<file path="config.mk">
export PLATFORM = sky130hd
export DESIGN_NAME = calendarCodec
export DESIGN_NICKNAME = d
export VERILOG_FILES = /design/src/rtl/calCodecPkg.sv /design/src/rtl/calCodecCtrl.sv /design/src/rtl/calCodecPath.sv /design/src/rtl/calendarCodec.sv
export SDC_FILE = /design/constraint.sdc
export NUM_CORES = 1
export LEC_CHECK = 0
export BUFFER_PORTS_ARGS = -buffer_cell sky130_fd_sc_hd__clkbuf_2
export CAP_MARGIN = 30
export CORE_MARGIN = 2
export CORE_UTILIZATION = 60
export CTS_CLUSTER_DIAMETER = 120
export DETAILED_ROUTE_END_ITERATION = 10
export HOLD_SLACK_MARGIN = 0.05
export PLACE_DENSITY = 0.9
export RECOVER_POWER = 100
export SLEW_MARGIN = 20
export SYNTH_ARGS = -nofsm -noshare
export SYNTH_HDL_FRONTEND = slang
export SYNTH_SLANG_ARGS = --single-unit
</file>
<file path="constraint.sdc">
create_clock -name clk -period 1.1 [get_ports clk]
set_input_delay 0.22 -clock clk [delete_from_list [all_inputs] [get_ports clk]]
set_output_delay 0.22 -clock clk [all_outputs]
set_load 0.02 [all_outputs]
</file>
<file path="src/rtl/calCodecPkg.sv">
package calCodecPkg;

  // Fields, indexed by position in the internal packed arrays
  localparam int FIELD_N   = 6;
  localparam int IDX_SEC   = 0;
  localparam int IDX_MIN   = 1;
  localparam int IDX_HOUR  = 2;
  localparam int IDX_DAY   = 3;
  localparam int IDX_MONTH = 4;
  localparam int IDX_YEAR  = 5;

  localparam int BCD_W = 8;

  // Strobes passed from control to datapath
  typedef struct packed {
    logic loadPack;
    logic loadUnpack;
  } calStrobe_t;

endpackage

</file>
<file path="src/rtl/calCodecCtrl.sv">
module calCodecCtrl
  import calCodecPkg::*;
(
  input  logic       clk,
  input  logic       rstN,
  input  logic       packValid,
  input  logic       unpackValid,
  output calStrobe_t strobe,
  output logic       packDone,
  output logic       unpackDone
);

  always_comb begin
    strobe.loadPack   = packValid;
    strobe.loadUnpack = unpackValid;
  end

  always_ff @(posedge clk or negedge rstN) begin
    if (!rstN) begin
      packDone   <= 1'b0;
      unpackDone <= 1'b0;
    end else begin
      packDone   <= packValid;
      unpackDone <= unpackValid;
    end
  end

endmodule

</file>
<file path="src/rtl/calCodecPath.sv">
module calCodecPath
  import calCodecPkg::*;
#(
  parameter int YEAR_W   = 12,
  parameter int BIN_W    = 7,
  parameter int MIN_YEAR = 1970
) (
  input  logic                              clk,
  input  logic                              rstN,
  input  calStrobe_t                        strobe,
  input  logic [YEAR_W-1:0]                 inYear,
  input  logic [FIELD_N-1:0][BIN_W-1:0]     binIn,
  input  logic [FIELD_N-1:0][BCD_W-1:0]     bcdIn,
  output logic                              packErr,
  output logic [FIELD_N-1:0][BCD_W-1:0]     bcdOut,
  output logic                              unpackErr,
  output logic [YEAR_W-1:0]                 yearOut,
  output logic [FIELD_N-1:0][BIN_W-1:0]     binOut
);

  // Window constants derived from the first accepted year
  localparam int PIVOT    = MIN_YEAR % 100;
  localparam int CENT_LO  = MIN_YEAR - PIVOT;
  localparam int CENT_HI  = CENT_LO + 100;
  localparam int MAX_YEAR = MIN_YEAR + 99;

  localparam logic [YEAR_W-1:0] MIN_V  = YEAR_W'(MIN_YEAR);
  localparam logic [YEAR_W-1:0] MAX_V  = YEAR_W'(MAX_YEAR);
  localparam logic [YEAR_W-1:0] LO_V   = YEAR_W'(CENT_LO);
  localparam logic [YEAR_W-1:0] HI_V   = YEAR_W'(CENT_HI);
  localparam logic [YEAR_W-1:0] Y4     = YEAR_W'(4);
  localparam logic [YEAR_W-1:0] Y100   = YEAR_W'(100);
  localparam logic [YEAR_W-1:0] Y400   = YEAR_W'(400);
  localparam logic [BIN_W-1:0]  PIV_B  = BIN_W'(PIVOT);

  function automatic logic [BIN_W-1:0] monthLen(input logic [BIN_W-1:0] m,
                                                input logic leap);
    case (m)
      BIN_W'(2):  monthLen = leap ? BIN_W'(29) : BIN_W'(28);
      BIN_W'(4),
      BIN_W'(6),
      BIN_W'(9),
      BIN_W'(11): monthLen = BIN_W'(30);
      default:    monthLen = BIN_W'(31);
    endcase
  endfunction

  // ---------------- binary -> BCD ----------------
  logic                          isLeap;
  logic                          yearBad, monthBad, dayBad, timeBad, anyBad;
  logic [YEAR_W-1:0]             shortYear;
  logic [FIELD_N-1:0][BIN_W-1:0] twoDig;
  logic [FIELD_N-1:0][BCD_W-1:0] packBcd;

  always_comb begin
    isLeap = ((inYear % Y4) == '0 && (inYear % Y100) != '0) ||
             ((inYear % Y400) == '0);
    yearBad  = (inYear < MIN_V) || (inYear > MAX_V);
    monthBad = (binIn[IDX_MONTH] == '0) || (binIn[IDX_MONTH] > BIN_W'(12));
    dayBad   = (binIn[IDX_DAY] == '0) ||
               (binIn[IDX_DAY] > monthLen(binIn[IDX_MONTH], isLeap));
    timeBad  = (binIn[IDX_HOUR] >= BIN_W'(24)) ||
               (binIn[IDX_MIN]  >= BIN_W'(60)) ||
               (binIn[IDX_SEC]  >= BIN_W'(60));
    anyBad   = yearBad | monthBad | dayBad | timeBad;
    shortYear = (inYear >= HI_V) ? (inYear - HI_V) : (inYear - LO_V);
  end

  for (genvar g = 0; g < FIELD_N; g++) begin : gPack
    if (g == IDX_YEAR) begin : gYr
      assign twoDig[g] = shortYear[BIN_W-1:0];
    end else begin : gFld
      assign twoDig[g] = binIn[g];
    end
    assign packBcd[g] = {4'(32'(twoDig[g]) / 10), 4'(32'(twoDig[g]) % 10)};
  end

  always_ff @(posedge clk or negedge rstN) begin
    if (!rstN) begin
      packErr <= 1'b0;
      bcdOut  <= '0;
    end else if (strobe.loadPack) begin
      packErr <= anyBad;
      bcdOut  <= anyBad ? '0 : packBcd;
    end
  end

  // ---------------- BCD -> binary ----------------
  logic [FIELD_N-1:0]            digitBad;
  logic [FIELD_N-1:0][BIN_W-1:0] decoded;
  logic [YEAR_W-1:0]             fullYear;

  for (genvar g = 0; g < FIELD_N; g++) begin : gUnpack
    logic [3:0] hiNib, loNib;
    assign hiNib       = bcdIn[g][7:4];
    assign loNib       = bcdIn[g][3:0];
    assign digitBad[g] = (hiNib > 4'd9) || (loNib > 4'd9);
    assign decoded[g]  = BIN_W'(32'(hiNib) * 10 + 32'(loNib));
  end

  always_comb begin
    if (decoded[IDX_YEAR] < PIV_B)
      fullYear = HI_V + YEAR_W'(decoded[IDX_YEAR]);
    else
      fullYear = LO_V + YEAR_W'(decoded[IDX_YEAR]);
  end

  always_ff @(posedge clk or negedge rstN) begin
    if (!rstN) begin
      unpackErr <= 1'b0;
      yearOut   <= '0;
      binOut    <= '0;
    end else if (strobe.loadUnpack) begin
      unpackErr <= |digitBad;
      yearOut   <= fullYear;
      binOut    <= decoded;
    end
  end

endmodule

</file>
<file path="src/rtl/calendarCodec.sv">
module calendarCodec
  import calCodecPkg::*;
#(
  parameter int YEAR_W   = 12,
  parameter int BIN_W    = 7,
  parameter int MIN_YEAR = 1970
) (
  input  logic              clk,
  input  logic              rstN,
  input  logic              packValid,
  input  logic [YEAR_W-1:0] inYear,
  input  logic [BIN_W-1:0]  inMonth,
  input  logic [BIN_W-1:0]  inDay,
  input  logic [BIN_W-1:0]  inHour,
  input  logic [BIN_W-1:0]  inMinute,
  input  logic [BIN_W-1:0]  inSecond,
  output logic              packDone,
  output logic              packErr,
  output logic [7:0]        bcdYear,
  output logic [7:0]        bcdMonth,
  output logic [7:0]        bcdDay,
  output logic [7:0]        bcdHour,
  output logic [7:0]        bcdMinute,
  output logic [7:0]        bcdSecond,
  input  logic              unpackValid,
  input  logic [7:0]        rdYear,
  input  logic [7:0]        rdMonth,
  input  logic [7:0]        rdDay,
  input  logic [7:0]        rdHour,
  input  logic [7:0]        rdMinute,
  input  logic [7:0]        rdSecond,
  output logic              unpackDone,
  output logic              unpackErr,
  output logic [YEAR_W-1:0] outYear,
  output logic [BIN_W-1:0]  outMonth,
  output logic [BIN_W-1:0]  outDay,
  output logic [BIN_W-1:0]  outHour,
  output logic [BIN_W-1:0]  outMinute,
  output logic [BIN_W-1:0]  outSecond
);

  calStrobe_t                    strobe;
  logic [FIELD_N-1:0][BIN_W-1:0] binIn, binOut;
  logic [FIELD_N-1:0][BCD_W-1:0] bcdIn, bcdOut;

  // The year slot of binIn is unused; the full year travels separately
  assign binIn = {BIN_W'(0), inMonth, inDay, inHour, inMinute, inSecond};
  assign bcdIn = {rdYear, rdMonth, rdDay, rdHour, rdMinute, rdSecond};

  assign {bcdYear, bcdMonth, bcdDay, bcdHour, bcdMinute, bcdSecond} = bcdOut;
  assign outMonth  = binOut[IDX_MONTH];
  assign outDay    = binOut[IDX_DAY];
  assign outHour   = binOut[IDX_HOUR];
  assign outMinute = binOut[IDX_MIN];
  assign outSecond = binOut[IDX_SEC];

  calCodecCtrl i_ctrl (
    .clk        (clk),
    .rstN       (rstN),
    .packValid  (packValid),
    .unpackValid(unpackValid),
    .strobe     (strobe),
    .packDone   (packDone),
    .unpackDone (unpackDone)
  );

  calCodecPath #(
    .YEAR_W  (YEAR_W),
    .BIN_W   (BIN_W),
    .MIN_YEAR(MIN_YEAR)
  ) i_path (
    .clk      (clk),
    .rstN     (rstN),
    .strobe   (strobe),
    .inYear   (inYear),
    .binIn    (binIn),
    .bcdIn    (bcdIn),
    .packErr  (packErr),
    .bcdOut   (bcdOut),
    .unpackErr(unpackErr),
    .yearOut  (outYear),
    .binOut   (binOut)
  );

endmodule

</file>
==> summary.md, run 1 <==
| Metric | Value |
|---|---|
| Most used DFF post-synth | dfrtp_1 |
| Cell count after synthesis | 1006 |
| Simple-Gate Fraction of Synth Area | 15.61% |
| H-tree Lvls | 3 |
| Top cell type's share of synthesized area | 27.53% |
| Synth top area cells | dfrtp_1 (28%), ha_1 (9.1%), xnor2_1 (5.5%), mux2_2 (4.4%), o21ai_0 (3.4%) |
| Num Clock Sinks | around 100 |
| Netlist cell types | 94 |
| YS warnings | 0 |
| Mux cell area share after synthesis | 7.234% |
| DP Wirelength | 24320 um |
| Initial core utilization | between 60% and 70% |
| Async SR Flop Fraction | between 90% and 100% |
| # IOs | 198 |
| FP Rows | 44 |
| IO Port Bufs | 197 |
| Synth Area in Compound Gates | 24.96% |
| Largest net degree at the start of global routing | 53 |
| CTS root buf | clkbuf_16 |
| Leading area contributor after synthesis | dfrtp_1 |
| Outcome | did not finish |
| Net count after synthesis | 1182 |
| Worst EP post-GRT repair | i_path.bcdOut[13]$_DFFE_PN0P_/D |
| DIE WIDTH | 125.8 um |
| Worst EP kind | sequential cell input |
| First Err | [ERROR DPL-0038] Utilization greater than 100%, impossible to legalize |
| Largest family of logic cells by synthesized area | compound AO/OA/AOI/OAI gates |
| Adder-cell share of the synthesized area | 12.16% |
| Routability cong. | 0.9858 |
| XOR/XNOR share of the synthesized area | 7.080% |
| Max Root-Sink Buffers | 2 |
| Syn avg cell area | 8.854 sq um |
| Register area share after synthesis | 27.53% |
| Chip height | ~130 um |
| Syn Std Cell Area | 8907 sq um |
| Post-synth EDFFs | 0 |
| Seq cells post-synth | 98 |
| Stage reached | 5_1_grt |
| TritonCTS Buffers | 9 |
==> Yosys cell counts, types with 4 or more instances <==
cell type,number
o22ai_1,7
nand4_1,11
a311oi_1,4
o21ai_1,9
mux2i_1,25
o21bai_1,7
o31a_1,5
a21oi_1,55
o21ai_0,60
a21o_1,15
nand2_1,74
a21boi_0,4
clkbuf_1,36
and3_1,5
o21a_1,6
o2bb2ai_1,15
nand3_1,24
a22o_1,29
o221ai_1,4
nor4_1,4
fa_1,12
nand2b_1,8
xor2_1,16
nor2_1,69
inv_1,63
or3_1,5
a31oi_1,10
and4_1,4
a22oi_1,6
buf_2,8
dfrtp_1,98
ha_1,65
nor2b_1,21
o211ai_1,8
mux2_2,35
xnor2_1,56
and2_1,6
nor3_1,19
or2_2,6
a2111oi_0,4
==> cells by family after synthesis <==
kind of cell    Yosys count
simple gates            277
buf+inv                 117
fa+ha+maj                80
compound gates          302
xor+xnor                 72
mux                      60
flops                    98
==> through the flow <==
step	TNS [ns]	cell area [sq um]	std cells	setup slack [ns]
detailed placement	-189.35	12620	1623	-4.098
floorplan	-171.10	9502	1006	-3.859
global placement	-176.91	12620	1623	-3.792
CTS	-165.11	13400	1648	-3.661
==> what timing repair did <==
action,CTS
pin swaps,53
resized for setup,66
cloned,1
endpoints found under the setup margin,168
buffers inserted,8
hold endpoints to repair,98
hold buffers,1
==> inputs of run 2 (changes only) <==
--- a/config.mk
+++ b/config.mk
@@ -8,11 +8,9 @@
 export BUFFER_PORTS_ARGS = -buffer_cell sky130_fd_sc_hd__clkbuf_2
 export CAP_MARGIN = 30
 export CORE_MARGIN = 2
-export CORE_UTILIZATION = 60
-export CTS_CLUSTER_DIAMETER = 120
+export CORE_UTILIZATION = 40
 export DETAILED_ROUTE_END_ITERATION = 10
-export HOLD_SLACK_MARGIN = 0.05
-export PLACE_DENSITY = 0.9
+export PLACE_DENSITY_LB_ADDON = 0.15
 export RECOVER_POWER = 100
 export SLEW_MARGIN = 20
 export SYNTH_ARGS = -nofsm -noshare
==> summary.md, run 2 <==
| Metric | Value |
|---|---|
| CTS root buf | clkbuf_16 |
| WL/cell | ~16 um |
| LEAKAGE | ~7 nW |
| Final worst-path cycle share | 429.1% |
| Chip height | 153.2 um |
| Initial core utilization | 40.82% |
| Max incr delay on CP | 0.61 ns |
| Post-synth EDFFs | 0 |
| Sequential Power Share | approximately a quarter |
| # IOs | between 150 and 200 |
| Area of the die | roughly 23000 sq um |
| Crit path launch type | input pin |
| Failing checks | setup timing |
| CP Data Arrival Time | about 5.0 ns |
| DRT Wirelength | 28940 um |
| Layout cell share with drive strength beyond 1 | 50.96% |
| Most frequent cell after synthesis | dfrtp_1 |
| Clk network pwr share | 20.0% |
| MaxCap Viol Count | 0 |
| Top cell type's share of synthesized area | 27.53% |
| Most frequent CP cell | o31a_1 |
| Antenna diode count | 0 |
| Critical path class | input pin to flop |
| Largest regs | i_path.bcdOut (48), i_path.binOut (35), i_path.yearOut (11) |
| H-tree Lvls | 3 |
| Slew HR | about 47% |
| Net count after synthesis | 1182 |
| Outcome | finished with violations |
| IO Port Bufs | 197 |
| Cell count after synthesis | 1006 |
| Largest Register | i_path.bcdOut |
| Sw Ratio | 36.18% |
| Pint | 11.18 mW |
| Clk_lat worst skew | ~0.36 ns |
| Peak VDD IR | between 0.0008 and 0.0009 V |
| Slew Limit Fails | 0 |
| Leading area contributor after synthesis | dfrtp_1 |
| Most common library cell in the layout ignoring fill and taps | buf_4 |
| Register area share after synthesis | between 20% and 30% |
| Global-route wire length before repair | roughly 46000 um |
| DIE WIDTH | 153.2 um |
| Largest net degree at the start of global routing | between 40 and 50 |
| ANT nets after route | 0 |
| Pwr Density | 1148 nW/um^2 |
| Drt pass-1 iters | 5 |
| Num Clock Sinks | 98 |
| Sw power | 6.336 mW |
| CTS tree | done |
| Max Clk Rate | ~210 MHz |
| Async SR Flop Fraction | 100.0% |
| Hold Crit Class | input pin to flop |
| YS warnings | 0 |
| DP Wirelength | 20850 um |
| Core area | 21820 sq um |
| Clock slew at reported path FFs | 0.08 ns |
| Vias in the first global route | between 9000 and 10000 |
| Critical path required time | around 1.4 ns |
| Netlist cell types | 94 |
| GRT overflow | 0 |
| RSZ-0062 raised after global routing | yes |
| Syn Std Cell Area | 8907 sq um |
| Worst Slack Setup Final | -3.620 ns |
| R2r setup slk | approximately 0.080 ns |
| Nets@finish | 1727 |
| Worst slack, placed | -4.090 ns |
| Antenna violations before repair | 0 |
| Tmin final | approximately 4.7 ns |
| Worst path slowest cell | or4_4 |
| Post-route DRC violation count | 0 |
| Setup Skew | 0 ns |
| CP endpoint kind | flop |
| Worst-margin pin slew | roughly 0.79 ns |
| Fin Setup TNS | -161.29 ns |
| Combinational power share | a little under three fifths |
| Iteration-0 DRC Markers | 441 |
| FP Rows | 54 |
| Vias | 9679 |
| CP max FO | 6 |
| Most used DFF post-synth | dfrtp_1 |
| Vias/cell | 5.272 |
| Synth top area cells | dfrtp_1 (28%), ha_1 (9.1%), xnor2_1 (5.5%), mux2_2 (4.4%), o21ai_0 (3.4%) |
| TritonCTS Buffers | 9 |
| Max FFs per register | 48 |
| Syn-to-layout area delta | 71.20% |
| Routability cong. | just under 0.9 |
| Most frequent cells in the layout | buf_4 (360), dfrtp_1 (98), buf_6 (81) |
| # setup viols final | 163 |
| GRT Total Usage | 23.41% |
| Fin. Hold Viols | 0 |
| Max Root-Sink Buffers | 2 |
| Syn avg cell area | 8.854 sq um |
| Post-synth top cells | dfrtp_1 (98), nand2_1 (74), nor2_1 (69) |
| Seq cells post-synth | 98 |
## run 2: worst paths after layout
path	from	depth (start not counted)	endpoint
worst max-delay path	inYear[4]	25	i_path.bcdOut[6]
worst min-delay path	rdSecond[0]	2	i_path.binOut[0]
worst max register to register	i_path.binOut[27]	3	i_path.binOut[27]
worst min register to register	i_path.bcdOut[5]	1	i_path.bcdOut[5]
max in group asynchronous	rstN	3	i_path.yearOut[10]
min in group asynchronous	rstN	2	i_path.bcdOut[31]
## run 2: per-stage QoR
step	cell area [sq um]	utilization (%)	cells	power [mW]	hold WS (ns)
floorplan	9502	-	1006	8.756	-0.07559
global placement	12880	59.01	1739	11.82	0.1030
detailed placement	12880	59.01	1739	11.95	0.1087
CTS	14490	66.41	1809	16.63	0.06555
global route	15250	69.88	1836	18.54	0.08869
finish	15250	69.88	1836	17.51	0.08757
## run 2: timing repair
action | CTS | global route
buffers inserted | 52 | 29
pin swaps | 80 | 37
resized for setup | 165 | 263
setup endpoints to repair | 167 | 168
endpoints found under the hold margin | 14 | 0
gates cloned | 2 | 0
hold buffers | 1 | 0
## run 2: area by class of cell
cell class                      count  area [sq um]
Timing Repair Buffer              584          4877
Tap cell                          280         350.3
Clock buffer                       10         239.0
Multi-Input combinational cell    792          6982
Clock inverter                      6         83.83
Sequential cell                    98          2452
Fill cell                        1628          6574
Inverter                           66         265.3
## run 2: cell families (layout without fill, tap and decap cells)
| kind of cell | count (synthesis) | after routing | share of synthesized area [%] |
|---|---|---|---|
| AOI/OAI and AO/OA | 302 | 302 | 24.96 |
| and+or+nand+nor | 277 | 278 | 15.61 |
| buffers and inverters | 117 | 666 | 5.422 |
| DFF | 98 | 98 | 27.53 |
| adders and majority gates | 80 | 80 | 12.16 |
| xor gates and xnor gates | 72 | 72 | 7.080 |
| muxes | 60 | 60 | 7.234 |
## run 2: per-layer routing
layer | vias up | global-route usage (%) | wire (um)
met5 | - | 0 | 0
met4 | 0 | 5.071 | 401
met3 | 29 | 3.969 | 1436
met2 | 239 | 41.90 | 14800
met1 | 4642 | 29.53 | 12310
li1 | 4769 | - | -
## run 2: power by group through the flow
stage	Clock (mW)	Combinational (mW)	Sequential, mW
final	3.50	9.67	4.35
after floorplan	0	3.93	4.83
after global routing	3.70	10.4	4.40
after global placement	0	7.51	4.31
after detailed placement	0	7.62	4.33
after CTS	3.57	8.79	4.27
## run 2: critical path: cells and delay by family
family / cells / cell delay, ns
AO/OA/AOI/OAI: 10 / 2.14
XOR/XNOR: 1 / 0.14
AND/OR/NAND/NOR: 6 / 1.14
adder cells (fa/ha/maj): 2 / 0.42
buffers and inverters: 5 / 0.66
multiplexers: 1 / 0.31
No activity file was read; power rests on OpenSTA's default activity.
==> inputs of run 3 (changes only) <==
--- a/config.mk
+++ b/config.mk
@@ -7,8 +7,8 @@
 export LEC_CHECK = 0
 export BUFFER_PORTS_ARGS = -buffer_cell sky130_fd_sc_hd__clkbuf_2
 export CAP_MARGIN = 30
-export CORE_MARGIN = 2
-export CORE_UTILIZATION = 40
+export CORE_MARGIN = 8
+export CORE_UTILIZATION = 50
 export DETAILED_ROUTE_END_ITERATION = 10
 export PLACE_DENSITY_LB_ADDON = 0.15
 export RECOVER_POWER = 100
==> constraint.sdc (replaced) <==
create_clock -name clk -period 1.1 [get_ports clk]
set_input_delay 0.22 -clock clk [delete_from_list [all_inputs] [get_ports clk]]
set_output_delay 0.22 -clock clk [all_outputs]
set_load 0.1 [all_outputs]
==> summary.md, run 3 (synthesized netlist as in run 2, its figures left out) <==
| Metric | Value |
|---|---|
| Vias in the first global route | 10130 |
| Vias | around 11000 |
| Critical path class | input pin to flop |
| Post-route DRC violation count | 0 |
| Drt pass-1 iters | 6 |
| Global-route wire length before repair | 49920 um |
| Layout cell share with drive strength beyond 1 | 55.60% |
| Setup Skew | 0 ns |
| # IOs | 198 |
| CP Data Arrival Time | 5.21 ns |
| Core area | 17720 sq um |
| Slew HR | 48.06% |
| DIE WIDTH | between 100 and 150 um |
| Hold Crit Class | input pin to flop |
| Area after DPL | 14320 sq um |
| H-tree Lvls | 3 |
| CP endpoint kind | flop |
| Sw power | 9.716 mW |
| Fin Setup TNS | -174.96 ns |
| Initial core utilization | 50.27% |
| CTS root buf | clkbuf_16 |
| Slew Limit Fails | 0 |
| Peak VDD IR | roughly 0.0017 V |
| Worst slack, placed | -3.998 ns |
| Outcome | finished with violations |
| Antenna violations before repair | 2 |
| Sequential Power Share | 21.6% |
| Critical path required time | 1.38 ns |
| Clk_lat worst skew | between 0.3 and 0.4 ns |
| Max FFs per register | 48 |
| Nets@finish | 1680 |
| Post-route cell area | 15760 sq um |
| Combinational power share | 62.1% |
| Routability cong. | 0.9444 |
| Worst path bufs/invs | 10 |
| Most frequent CP cell | buf_4 |
| Sw Ratio | 45.39% |
| Worst path slowest cell | or4_4 |
| CTS tree | done |
| Largest regs | i_path.bcdOut (48), i_path.binOut (35), i_path.yearOut (11) |
| Chip height | 149.5 um |
| Largest Register | i_path.bcdOut |
| DRT Wirelength | roughly 38000 um |
| Crit path launch type | input pin |
| CP top delay family | compound AO/OA/AOI/OAI gates |
| Failing checks | setup timing |
| Syn-to-layout area delta | 76.92% |
| Vias/cell | roughly 6.1 |
| GRT overflow | 0 |
| Area of the die | roughly 22000 sq um |
| LEAKAGE | 7.031 nW |
| Most common library cell in the layout ignoring fill and taps | buf_4 |
| Num Clock Sinks | 98 |
| Fin. Hold Viols | 0 |
| Max Clk Rate | between 200 and 250 MHz |
| Iteration-0 DRC Markers | 886 |
| Pwr Density | ~1400 nW/um^2 |
| ANT nets after route | 0 |
| Clock slew at reported path FFs | 0.08 ns |
| RSZ-0062 raised after global routing | yes |
| CP max FO | 6 |
| Most frequent cells in the layout | buf_4 (312), buf_12 (101), dfrtp_2 (85) |
| # setup viols final | 174 |
| Tmin final | between 4 and 5 ns |
| DP Wirelength | 23600 um |
| Max incr delay on CP | 0.64 ns |
| Clk network pwr share | 16.2% |
| Worst Slack Setup Final | -3.829 ns |
| MaxCap Viol Count | 0 |
| Worst-margin pin slew | 0.7595 ns |
| Min Hold Slack | between 0.07 and 0.08 ns |
| Pint | 11.69 mW |
| Max Root-Sink Buffers | 2 |
| GRT Total Usage | 27.32% |
| Final worst-path cycle share | 448.1% |
| IO Port Bufs | 197 |
| Largest net degree at the start of global routing | 46 |
| TritonCTS Buffers | 9 |
| FP Rows | 49 |
| WL/cell | 21.84 um |
| Pwr Total | ~21 mW |
[run 3: area by class of cell]
type,instances,area [sq um]
Antenna cell,2,5.005
Clock buffer,10,229.0
Clock inverter,6,72.57
Fill cell,772,1959
Inverter,66,260.3
Multi-Input combinational cell,792,7037
Sequential cell,98,2562
Tap cell,229,286.5
Timing Repair Buffer,537,5306
[run 3: stage by stage]
step                      util [%]  instances
after CTS                    83.42       1698
after floorplan                  -       1006
after global routing         88.94       1740
after detailed placement     80.83       1677
final                        88.94       1740
after global placement       80.83       1677
[run 3: what timing repair did]
action                                 CTS  global route
buffers inserted                         3            46
endpoints found under the hold margin   98             0
hold buffers                             1             0
pin swaps                               19            85
resized for setup                       19           174
setup endpoints to repair              169           170
cloned                                   1             0
[run 3: worst reg2reg max path: stages (launching register included)]
cell and delay [ns]:
dfrtp_2 0.43, buf_4 0.15, mux2_4 0.28
[run 3: path summary, 6_finish.rpt]
kind / depth (start not counted) / slack (ns) / to / start
worst max-delay path: 27 / -3.83 / i_path.bcdOut[28] / inYear[4]
worst min-delay path: 2 / 0.08 / i_path.binOut[14] / rdHour[0]
worst max register to register: 2 / 0.13 / i_path.binOut[13] / i_path.binOut[13]
worst min register to register: 1 / 0.53 / i_path.yearOut[11] / i_path.yearOut[11]
max in group asynchronous: 3 / 0.10 / i_path.yearOut[10] / rstN
min in group asynchronous: 2 / 0.30 / i_path.binOut[21] / rstN
[run 3: per-layer routing]
layer,global-route usage (%),share of wire [%],up-vias
li1,-,-,4676
met1,31.61,37,5090
met2,48.47,50,600
met3,5.322,6.8,179
met4,11.11,5.8,0
met5,0,0,-
[run 3: power by group through the flow]
| stage | combinational [mW] | sequential (mW) | clock, mW |
|---|---|---|---|
| 2_1_floorplan | 3.99 | 7.51 | 0 |
| 3_3_place_gp | 11.6 | 4.64 | 0 |
| 3_5_place_dp | 11.8 | 4.67 | 0 |
| 4_1_cts | 12.0 | 4.60 | 3.40 |
| 5_1_grt | 13.9 | 4.66 | 3.62 |
| 6_report | 13.3 | 4.62 | 3.48 |
